File: config.mk
export PLATFORM = sky130hd
export DESIGN_NAME = consumer_park_agent
export DESIGN_NICKNAME = d
export VERILOG_FILES = /design/src/rtl/cpa_pkg.sv /design/src/rtl/cpa_first_set.sv /design/src/rtl/cpa_pend_lookup.sv /design/src/rtl/consumer_park_agent.sv
export SDC_FILE = /design/constraint.sdc
export NUM_CORES = 2
export LEC_CHECK = 0
export BUFFER_PORTS_ARGS = -buffer_cell sky130_fd_sc_hd__buf_2
export CORE_ASPECT_RATIO = 2
export CORE_UTILIZATION = 50
export DETAILED_ROUTE_END_ITERATION = 16
export PLACE_DENSITY = 0.76
export SYNTH_ARGS = -nofsm -noshare
export SYNTH_HDL_FRONTEND = slang
export SYNTH_SLANG_ARGS = --single-unit
File: constraint.sdc
create_clock -name clk -period 3.3 [get_ports clk]
set_clock_uncertainty 0.2 [all_clocks]
set_input_delay 0.33 -clock clk [delete_from_list [all_inputs] [get_ports clk]]
set_output_delay 0.33 -clock clk [all_outputs]
set_load 0.01 [all_outputs]
File: src/rtl/cpa_pkg.sv
package cpa_pkg;
    typedef enum logic [1:0] {
        OP_READ = 2'd0,
        OP_OWN  = 2'd1,
        OP_WB   = 2'd2,
        OP_RSVD = 2'd3
    } op_e;
endpackage

File: src/rtl/cpa_first_set.sv
module cpa_first_set #(
    parameter int W  = 8,
    parameter int IW = (W > 1) ? $clog2(W) : 1
) (
    input  logic [W-1:0]  vec,
    output logic [IW-1:0] idx,
    output logic          found
);
    always_comb begin
        idx   = '0;
        found = 1'b0;
        for (int i = W - 1; i >= 0; i--) begin
            if (vec[i]) begin
                idx   = IW'(i);
                found = 1'b1;
            end
        end
    end
endmodule

File: src/rtl/cpa_pend_lookup.sv
module cpa_pend_lookup #(
    parameter int DEPTH  = 8,
    parameter int ADDR_W = 4,
    parameter int ID_W   = 3,
    localparam int IDX_W = (DEPTH > 1) ? $clog2(DEPTH) : 1
) (
    input  logic [DEPTH-1:0]             ent_vld,
    input  logic [DEPTH-1:0][ADDR_W-1:0] ent_addr,
    input  logic [DEPTH-1:0][ID_W-1:0]   ent_id,
    input  logic [ADDR_W-1:0]            q_addr,
    input  logic [ID_W-1:0]              q_id,
    input  logic [ADDR_W-1:0]            d_addr,
    output logic                         dup,
    output logic                         full,
    output logic [IDX_W-1:0]             alloc_idx,
    output logic [DEPTH-1:0]             addr_hits,
    output logic [DEPTH-1:0]             drain_hits
);
    logic [DEPTH-1:0] dup_vec;
    logic             free_found;

    for (genvar g = 0; g < DEPTH; g++) begin : g_cmp
        assign addr_hits[g]  = ent_vld[g] && (ent_addr[g] == q_addr);
        assign dup_vec[g]    = addr_hits[g] && (ent_id[g] == q_id);
        assign drain_hits[g] = ent_vld[g] && (ent_addr[g] == d_addr);
    end

    assign dup = |dup_vec;

    cpa_first_set #(.W(DEPTH)) u_free (
        .vec   (~ent_vld),
        .idx   (alloc_idx),
        .found (free_found)
    );

    assign full = !free_found;
endmodule

File: src/rtl/consumer_park_agent.sv
module consumer_park_agent #(
    parameter int ADDR_W = 4,
    parameter int ID_W   = 3,
    parameter int DATA_W = 32,
    parameter int DEPTH  = 8
) (
    input  logic              clk,
    input  logic              rst,
    input  logic              req_valid,
    output logic              req_ready,
    input  logic [1:0]        req_type,
    input  logic [ADDR_W-1:0] req_addr,
    input  logic [ID_W-1:0]   req_id,
    input  logic [DATA_W-1:0] req_data,
    output logic              rsp_valid,
    input  logic              rsp_ready,
    output logic [ID_W-1:0]   rsp_id,
    output logic [ADDR_W-1:0] rsp_addr,
    output logic [DATA_W-1:0] rsp_data
);
    import cpa_pkg::*;

    localparam int NBLK  = 1 << ADDR_W;
    localparam int IDX_W = (DEPTH > 1) ? $clog2(DEPTH) : 1;

    typedef struct packed {
        logic [NBLK-1:0]              bvld;
        logic [NBLK-1:0][DATA_W-1:0]  mem;
        logic [DEPTH-1:0]             tv;
        logic [DEPTH-1:0][ADDR_W-1:0] ta;
        logic [DEPTH-1:0][ID_W-1:0]   ti;
        logic                         rv;
        logic [ID_W-1:0]              rid;
        logic [ADDR_W-1:0]            ra;
        logic [DATA_W-1:0]            rd;
        logic                         drain;
        logic [ADDR_W-1:0]            da;
    } st_t;

    st_t st_q, st_d;

    logic              dup, full;
    logic [IDX_W-1:0]  alloc_idx;
    logic [DEPTH-1:0]  addr_hits, drain_hits, rest_hits;
    logic [IDX_W-1:0]  didx;
    logic              dfound;
    logic              slot_free, hit, op_ok, fire;
    op_e               op;

    cpa_pend_lookup #(
        .DEPTH  (DEPTH),
        .ADDR_W (ADDR_W),
        .ID_W   (ID_W)
    ) u_lookup (
        .ent_vld    (st_q.tv),
        .ent_addr   (st_q.ta),
        .ent_id     (st_q.ti),
        .q_addr     (req_addr),
        .q_id       (req_id),
        .d_addr     (st_q.da),
        .dup        (dup),
        .full       (full),
        .alloc_idx  (alloc_idx),
        .addr_hits  (addr_hits),
        .drain_hits (drain_hits)
    );

    cpa_first_set #(.W(DEPTH)) u_dpick (
        .vec   (drain_hits),
        .idx   (didx),
        .found (dfound)
    );

    always_comb begin
        op        = op_e'(req_type);
        slot_free = !st_q.rv || rsp_ready;
        hit       = st_q.bvld[req_addr];
        rest_hits = drain_hits;
        rest_hits[didx] = 1'b0;

        case (op)
            OP_READ: op_ok = hit ? slot_free : (dup || !full);
            default: op_ok = 1'b1;
        endcase
        req_ready = !st_q.drain && op_ok;
        fire      = req_valid && req_ready;

        st_d = st_q;

        if (st_q.rv && rsp_ready) begin
            st_d.rv = 1'b0;
        end

        // one delivery per free response slot while draining
        if (st_q.drain && slot_free) begin
            if (dfound) begin
                st_d.rv       = 1'b1;
                st_d.rid      = st_q.ti[didx];
                st_d.ra       = st_q.da;
                st_d.rd       = st_q.mem[st_q.da];
                st_d.tv[didx] = 1'b0;
            end
            if (!(|rest_hits)) begin
                st_d.drain = 1'b0;
            end
        end

        if (fire) begin
            case (op)
                OP_READ: begin
                    if (hit) begin
                        st_d.rv  = 1'b1;
                        st_d.rid = req_id;
                        st_d.ra  = req_addr;
                        st_d.rd  = st_q.mem[req_addr];
                    end else if (!dup) begin
                        st_d.tv[alloc_idx] = 1'b1;
                        st_d.ta[alloc_idx] = req_addr;
                        st_d.ti[alloc_idx] = req_id;
                    end
                end
                OP_OWN: begin
                    st_d.bvld[req_addr] = 1'b0;
                end
                OP_WB: begin
                    st_d.mem[req_addr]  = req_data;
                    st_d.bvld[req_addr] = 1'b1;
                    st_d.drain          = |addr_hits;
                    st_d.da             = req_addr;
                end
                default: ;
            endcase
        end
    end

    always_ff @(posedge clk) begin
        if (rst) begin
            st_q      <= '0;
            st_q.bvld <= '1;
        end else begin
            st_q <= st_d;
        end
    end

    assign rsp_valid = st_q.rv;
    assign rsp_id    = st_q.rid;
    assign rsp_addr  = st_q.ra;
    assign rsp_data  = st_q.rd;
endmodule

Word level (Yosys, flattened, before mapping)

Index checks and enable logic that the tools add are counted.

$lt $le $gt $ge: 7
Equality and inequality tests: 26
Mux-type cells: 70
Bitwise gates (word level): 10
Reduce and logical (&&, ||, !) cells: 43

Operator list:

| kind                                       | number |
|---|---|
| 512-bit bitwise mux                        | 1 |
| 32-bit binary-select mux with 4-bit select | 2 |
| 32-bit demux with 4-bit select             | 1 |
| 64-bit 2-to-1 mux                          | 2 |
| 109-bit 2-to-1 mux                         | 1 |
| 104-bit 2-to-1 mux                         | 1 |
| 32-bit 2-to-1 mux                          | 3 |
| 40-bit 2-to-1 mux                          | 2 |
| 4-bit == test                              | 16 |
| 3-bit 2-to-1 mux                           | 18 |
| 41-bit 2-to-1 mux                          | 1 |
| 32-bit bitwise mux                         | 1 |
| 16-bit one-hot mux with 2 select lines     | 1 |
| 1-bit logical AND                          | 31 |
| 24-bit bitwise mux                         | 1 |
| 3-bit == test                              | 8 |
| 1-bit 2-to-1 mux                           | 24 |
| 8-bit OR reduction                         | 3 |
| 16-bit bitwise AND                         | 1 |
| 8-bit bitwise AND                          | 2 |
| 8-bit 2-to-1 mux                           | 2 |
| 16-bit inverter                            | 1 |
| 8-bit inverter                             | 2 |
| 16-bit bitwise OR                          | 1 |
| 22 further kinds                           | 30 |

Bits in registers: 637
Input port bits: 45
Output and inout bits: 41
Word-level logic and storage cells: 196

Longest topological paths before layout

Depth in word-level cells: 23
Mapped depth: 13
Depth with buffers taken out: 8

Hierarchy

A second synthesis with hierarchy kept.

Cells, all modules: 3072
Area, all modules: 33669.8 µm²

Modules (own cells, without submodules):

| module              | instances | cells an instance | area each (µm²) | seq. area each (µm²) |
|---|---|---|---|---|
| consumer_park_agent | 1         | 2891              | 32343.5         | 12752.2 |
| cpa_pend_lookup     | 1         | 155               | 1166.1          | 0.0 |
| cpa_first_set       | 2         | 13                | 80.1            | 0.0 |

Worst setup path after synthesis

OpenSTA, ideal clock, no wires.

Path type: in2reg
From: in req_addr[0]
To: reg st_q[48] (netlist name)
Setup time: 0.128 ns
Data arrival time: 2.790 ns
Data required time: 2.972 ns
Setup slack: 0.183 ns
Stages: 10
Path buffers: 3
Path through: buf_6 > mux4_2 > mux4_2 > nor4b_2 > nand4_1 > buf_6 > or3b_1 > buf_4 > mux2i_1 > nor2_1

Longest elaborated chain between the ends: 10
Elaborated cells between the ends (all ways): 35
Those cells by class: 8 x eq/ne; 4 x mux; 2 x bitwise; 21 x reduce/logical

RTL lines:

| what                              | RTL line                   | RTL |
|---|---|---|
| start: declaration                | consumer_park_agent.sv:12  | `input logic [ADDR_W-1:0] req_addr,` |
| 4-bit == test                     | cpa_pend_lookup.sv:23      | `assign addr_hits[g] = ent_vld[g] && (ent_addr[g] == q_addr);` |
| 1-bit logical AND                 | cpa_pend_lookup.sv:23      |  |
| 1-bit logical AND                 | cpa_pend_lookup.sv:24      | `assign dup_vec[g] = addr_hits[g] && (ent_id[g] == q_id);` |
| 8-bit OR reduction                | cpa_pend_lookup.sv:28      | `assign dup = \|dup_vec;` |
| 1-bit logical OR                  | consumer_park_agent.sv:82  | `OP_READ: op_ok = hit ? slot_free : (dup \|\| !full);` |
| 1-bit 2-to-1 mux                  | consumer_park_agent.sv:82  |  |
| 1-bit 2-to-1 mux                  | consumer_park_agent.sv:81  | `case (op)` |
| 1-bit logical AND                 | consumer_park_agent.sv:85  | `req_ready = !st_q.drain && op_ok;` |
| 1-bit logical AND                 | consumer_park_agent.sv:86  | `fire = req_valid && req_ready;` |
| 4-bit AND reduction (no line) (*) | --                         |  |
| end signal: assignment            | consumer_park_agent.sv:141 | `st_q <= st_d;` |
| end: declaration                  | consumer_park_agent.sv:40  | `st_t st_q, st_d;` |

Mark *: on every way between the ends. The rest lies on a longest branch, timed or not. The select of a mux whose other input is x is not followed.
A chain may end at the register's enable or synchronous reset.

Worst setup path in the final report

From: in req_addr[2]
To: reg st_q[472] (netlist name)

Longest elaborated chain between the ends: 10
Elaborated cells between the ends (all ways): 39
Those cells by class: 2 x order compare; 8 x eq/ne; 7 x mux; 22 x reduce/logical

RTL lines:

| what                          | RTL line |
|---|---|
| 4-bit == test                 | cpa_pend_lookup.sv:23 |
| 1-bit logical AND             | cpa_pend_lookup.sv:23 |
| 1-bit logical AND             | cpa_pend_lookup.sv:24 |
| 8-bit OR reduction            | cpa_pend_lookup.sv:28 |
| 1-bit logical OR              | consumer_park_agent.sv:82 |
| 1-bit 2-to-1 mux              | consumer_park_agent.sv:82 |
| 1-bit 2-to-1 mux              | consumer_park_agent.sv:81 |
| 1-bit logical AND             | consumer_park_agent.sv:85 |
| 1-bit logical AND             | consumer_park_agent.sv:86 |
| 2-bit AND reduction (no line) | -- |

Parallel ways exist; a longest one is shown, timed or not. The select of a mux whose other input is x is not followed.

==> results.md <==
* Avg WL per Cell at 28.0 um
* Max Transition Viols Final at 0
* Vias per inst at 6.96
* Clk Latency, worst-skew pair at 630 ps
* Post-synthesis mux area share at 26.0%
* Total vias in the final route at 26520
* Share of total power in the clock network at 43.3%
* Buf/Inv on CP at 9
* Largest family of logic cells by synthesized area: multiplexers
* Crit path DAT at 3750 ps
* Capture point of the worst path: st_q[472]$_SDFFE_PP0P_
* Synth cell count leaders: dfxtp_1 (637), nor2_1 (402), mux4_2 (323)
* Worst-path cell chain: dlygate4sd3_1 > buf_12 > buf_4 > xnor2_1 > nand3_1 > nor2_1 > a2111oi_1 > buf_4 > nand4_1 > buf_12 > buf_4 > nand3b_1 > buf_12 > buf_4 > buf_4 > nor2_1 > a31o_2
* Maximum clock path buffer count at 3
* Syn nets at 3046
* Min cycle time layout at 3450 ps
* Compound-gate portion of the synthesized area at 14.2%
* Vias in the first global route at 25867
* Finish-stage setup viols at 130
* Critical Path Max Stage Delay at 580 ps
* Fmax at 0.290 GHz
* Reg2reg setup slack at -140 ps
* First-pass GRT wire length at 144000 um
* DRT Wirelength at 107000 um
* Most frequent cell after synthesis: dfxtp_1
* Setup crit start: req_addr[2]
* Reg2reg end: st_q[472]$_SDFFE_PP0P_
* Final period utilization at 105%
* Top-area cell type share of the netlist area at 40.1%
* Hold depth at 4
* Max-cap violations at 0
* Top Family by Delay on Critical Path: buffers and inverters
* Gr ovfl total at 0
* Area grow syn2layout at 14.7%
* Initial DRC Count at 3483
* Ys async rst share at 0%
* Status: finished with violations
* Worst-path maximum fanout at 9
* Adder-Cell Fraction of Synth Area at 0.142%
* Initial antenna violation count at 1
* Worst VDD drop at 347 uV
* CTS root buffer: clkbuf_16
* EDFF count, synth at 0
* Tot Pwr at 15.6 mW
* Hold Vio Cnt, Final at 0
* Placer Congestion at 0.940
* Int Power at 11.9 mW
* Final-stage net count at 3026
* FF+latch count, synth at 637
* Dpl hpwl at 58100 um
* Seq/Total Area, Yosys at 40.1%
* Sw frac at 24.0%
* CP dominant cell by count: buf_4
* Critical Path Slowest Stage Cell: dlygate4sd3_1
* CTS tree: done
* Tightest Pin Transition at 868 ps
* Die Wd at 180 um
* Antenna-violating nets left at 0
* Core Region at 62900 sq um
* Initial Utilization at 50.6%
* Pin count of the biggest net entering global routing at 125
* Row count at 130
* CTS buffer count at 53
* Die span in y at 359 um
* Yosys top cell by area: dfxtp_1
* Pwr Density at 428 nW/um^2
* Failing checks: negative setup slack
* Static Leakage at 13.3 nW
* Setup slack after layout at -149 ps
* Top_reg_cell synth: dfxtp_1
* Worst-path clk slew at 70 ps
* Synth area leaders: dfxtp_1 (40%), mux4_2 (23%), a31o_2 (7.9%), nor2_1 (4.7%), nand3_1 (4.0%)
* Post-Syn Area at 31800 sq um
* DRT Pass-1 Iters at 14
* Port buffer count at 85
* Mapped Cells at 2999
* Ports at 86
* HP Class: primary input to flip-flop
* Syn. warnings at 0
* DRC Markers at 0
* RSZ-0062 raised after global routing: yes
* CP Launch Type: primary input
* Unique cell type count in the Yosys netlist at 58
* Gate power share at 6.9%
* R2R cell count at 12
* Layout cell share with drive strength beyond 1 at 34.2%
* Clock Sink Count at 637
* Switch Pwr at 3.75 mW
* Instance count on the critical path at 17
* Slew HR at 42.1%
* WS Path Type: primary input to flip-flop
* H-tree depth at 2
* Die area at 64700 sq um
* Mapped Avg Cell Area at 10.6 sq um
* GR Util All Layers at 28.5%
* Crit path required time at 3600 ps
* Pre-CTS setup slack at -152 ps
* Post-synthesis simple-gate area fraction at 11.7%
* Synth Area in XOR/XNOR at 2.42%
* Endpoint type of the worst setup path: flip-flop
* Flop pwr share at 49.8%
flip-flops by register name, indices dropped and copies added (netlist names), named ones only:
name	cells
rsp_valid	1
rsp_id	3
rsp_addr	4
st_q	581
rsp_data	32
worst reg2reg max path: cells and delay by family (launching register included):
family | cells | cell delay (ps)
mux | 2 | 990
flops | 1 | 330
simple gates | 4 | 700
buf+inv | 5 | 890
compound gates | 1 | 220
routing by layer:
metal / vias to the layer above / wire length [um] / track usage (%)
met5: - / 0 / 0
li1: 11146 / - / -
met1: 13058 / 34400 / 30.4
met2: 1765 / 52900 / 51.1
met3: 551 / 10600 / 3.96
met4: 0 / 8760 / 20.8
cell families (layout without fill, tap and decap cells):
logic type | Yosys count | count (layout)
AO/OA/AOI/OAI | 638 | 638
XOR/XNOR | 88 | 88
adder cells (fa/ha/maj) | 4 | 4
buffers and inverters | 387 | 404
flip-flops | 637 | 637
multiplexers | 421 | 421
other | 0 | 2
AND/OR/NAND/NOR | 824 | 824
layout make-up:
| class | instances | area (sq um) |
|---|---|---|
| diodes | 2 | 5.00 |
| clock inverters | 12 | 214 |
| clock buffers | 80 | 1620 |
| flip-flops and latches | 637 | 12800 |
| well taps | 792 | 991 |
| fillers | 4833 | 26400 |
| inverters | 15 | 63.8 |
| multi-input cells | 1975 | 17500 |
| repair buffers | 297 | 3350 |
how the worst min path moves through the flow:
stage	end	slack (ps)	startpoint
floorplan	flip-flop	250	flip-flop
global placement	st_q[214]$_SDFFE_PP0P_	260	st_q[214]$_SDFFE_PP0P_
detailed placement	st_q[229]$_SDFFE_PP0P_	280	st_q[229]$_SDFFE_PP0P_
CTS	st_q[193]$_SDFFE_PP0P_	20	rst
global route	st_q[536]$_SDFFE_PP0P_	40	rst
finish	st_q[193]$_SDFFE_PP0P_	20	rst
what timing repair did:
| action | 4_1_cts | 5_1_grt |
|---|---|---|
| endpoints found under the setup margin | 1 | 322 |
| resized for setup | 9 | 57 |
| hold buffers | 6 | 0 |
| pin swaps | 3 | 13 |
| cloned | 1 | 32 |
| hold endpoints to repair | 13 | 0 |
| buffers inserted | 4 | 28 |
stage by stage:
step                TNS [ps]  hold slack, ps  cells  area (sq um)  utilization, %
detailed placement     -5430             281   3647         33400            53.0
global route          -28220            43.4   3808         36500            58.0
global placement       -1220             265   3647         33400            53.0
floorplan                  0             247   2999         31800               -
CTS                     -354            15.9   3750         35300            56.1
finish                 -8440            18.2   3810         36500            58.0
power groups by stage:
stage          sequential [mW]  clock [mW]  combinational (mW)
3_3_place_gp              7.96           0               0.995
3_5_place_dp              7.97           0                1.01
5_1_grt                   7.79        7.07                1.14
4_1_cts                   7.79        6.77                1.03
6_report                  7.79        6.76                1.08
2_1_floorplan             7.94           0               0.717
cell usage in the layout, fill, tap and decap left out, types with 4 or more instances in the layout:
cell | synthesis | routed
buf_6 | 2 | 17
nor3_1 | 26 | 24
clkbuf_1 | 199 | 9
buf_2 | 74 | 80
mux2i_1 | 93 | 93
nor3_4 | 4 | 4
a21oi_1 | 24 | 24
nand2_1 | 80 | 79
nand3_2 | 0 | 4
xnor2_1 | 49 | 47
o211ai_1 | 13 | 13
xor2_1 | 39 | 39
o21ai_1 | 0 | 11
buf_8 | 0 | 5
nand3_1 | 257 | 252
and3_1 | 4 | 4
buf_4 | 49 | 104
a211oi_1 | 36 | 36
dlygate4sd3_1 | 0 | 6
bufinv_16 | 0 | 5
nand4_1 | 6 | 6
o21ai_0 | 247 | 236
inv_1 | 15 | 14
mux4_2 | 323 | 325
clkinv_2 | 0 | 5
and2_1 | 6 | 6
a31o_2 | 288 | 288
nor2b_1 | 5 | 5
nand4_4 | 0 | 8
buf_12 | 0 | 57
clkbuf_8 | 0 | 17
nor2_1 | 402 | 401
nand2b_1 | 5 | 5
nand3b_1 | 8 | 8
dfxtp_2 | 0 | 4
clkbuf_16 | 0 | 80
dfxtp_1 | 637 | 630
Note: power is estimated with default switching activity, not from simulation.
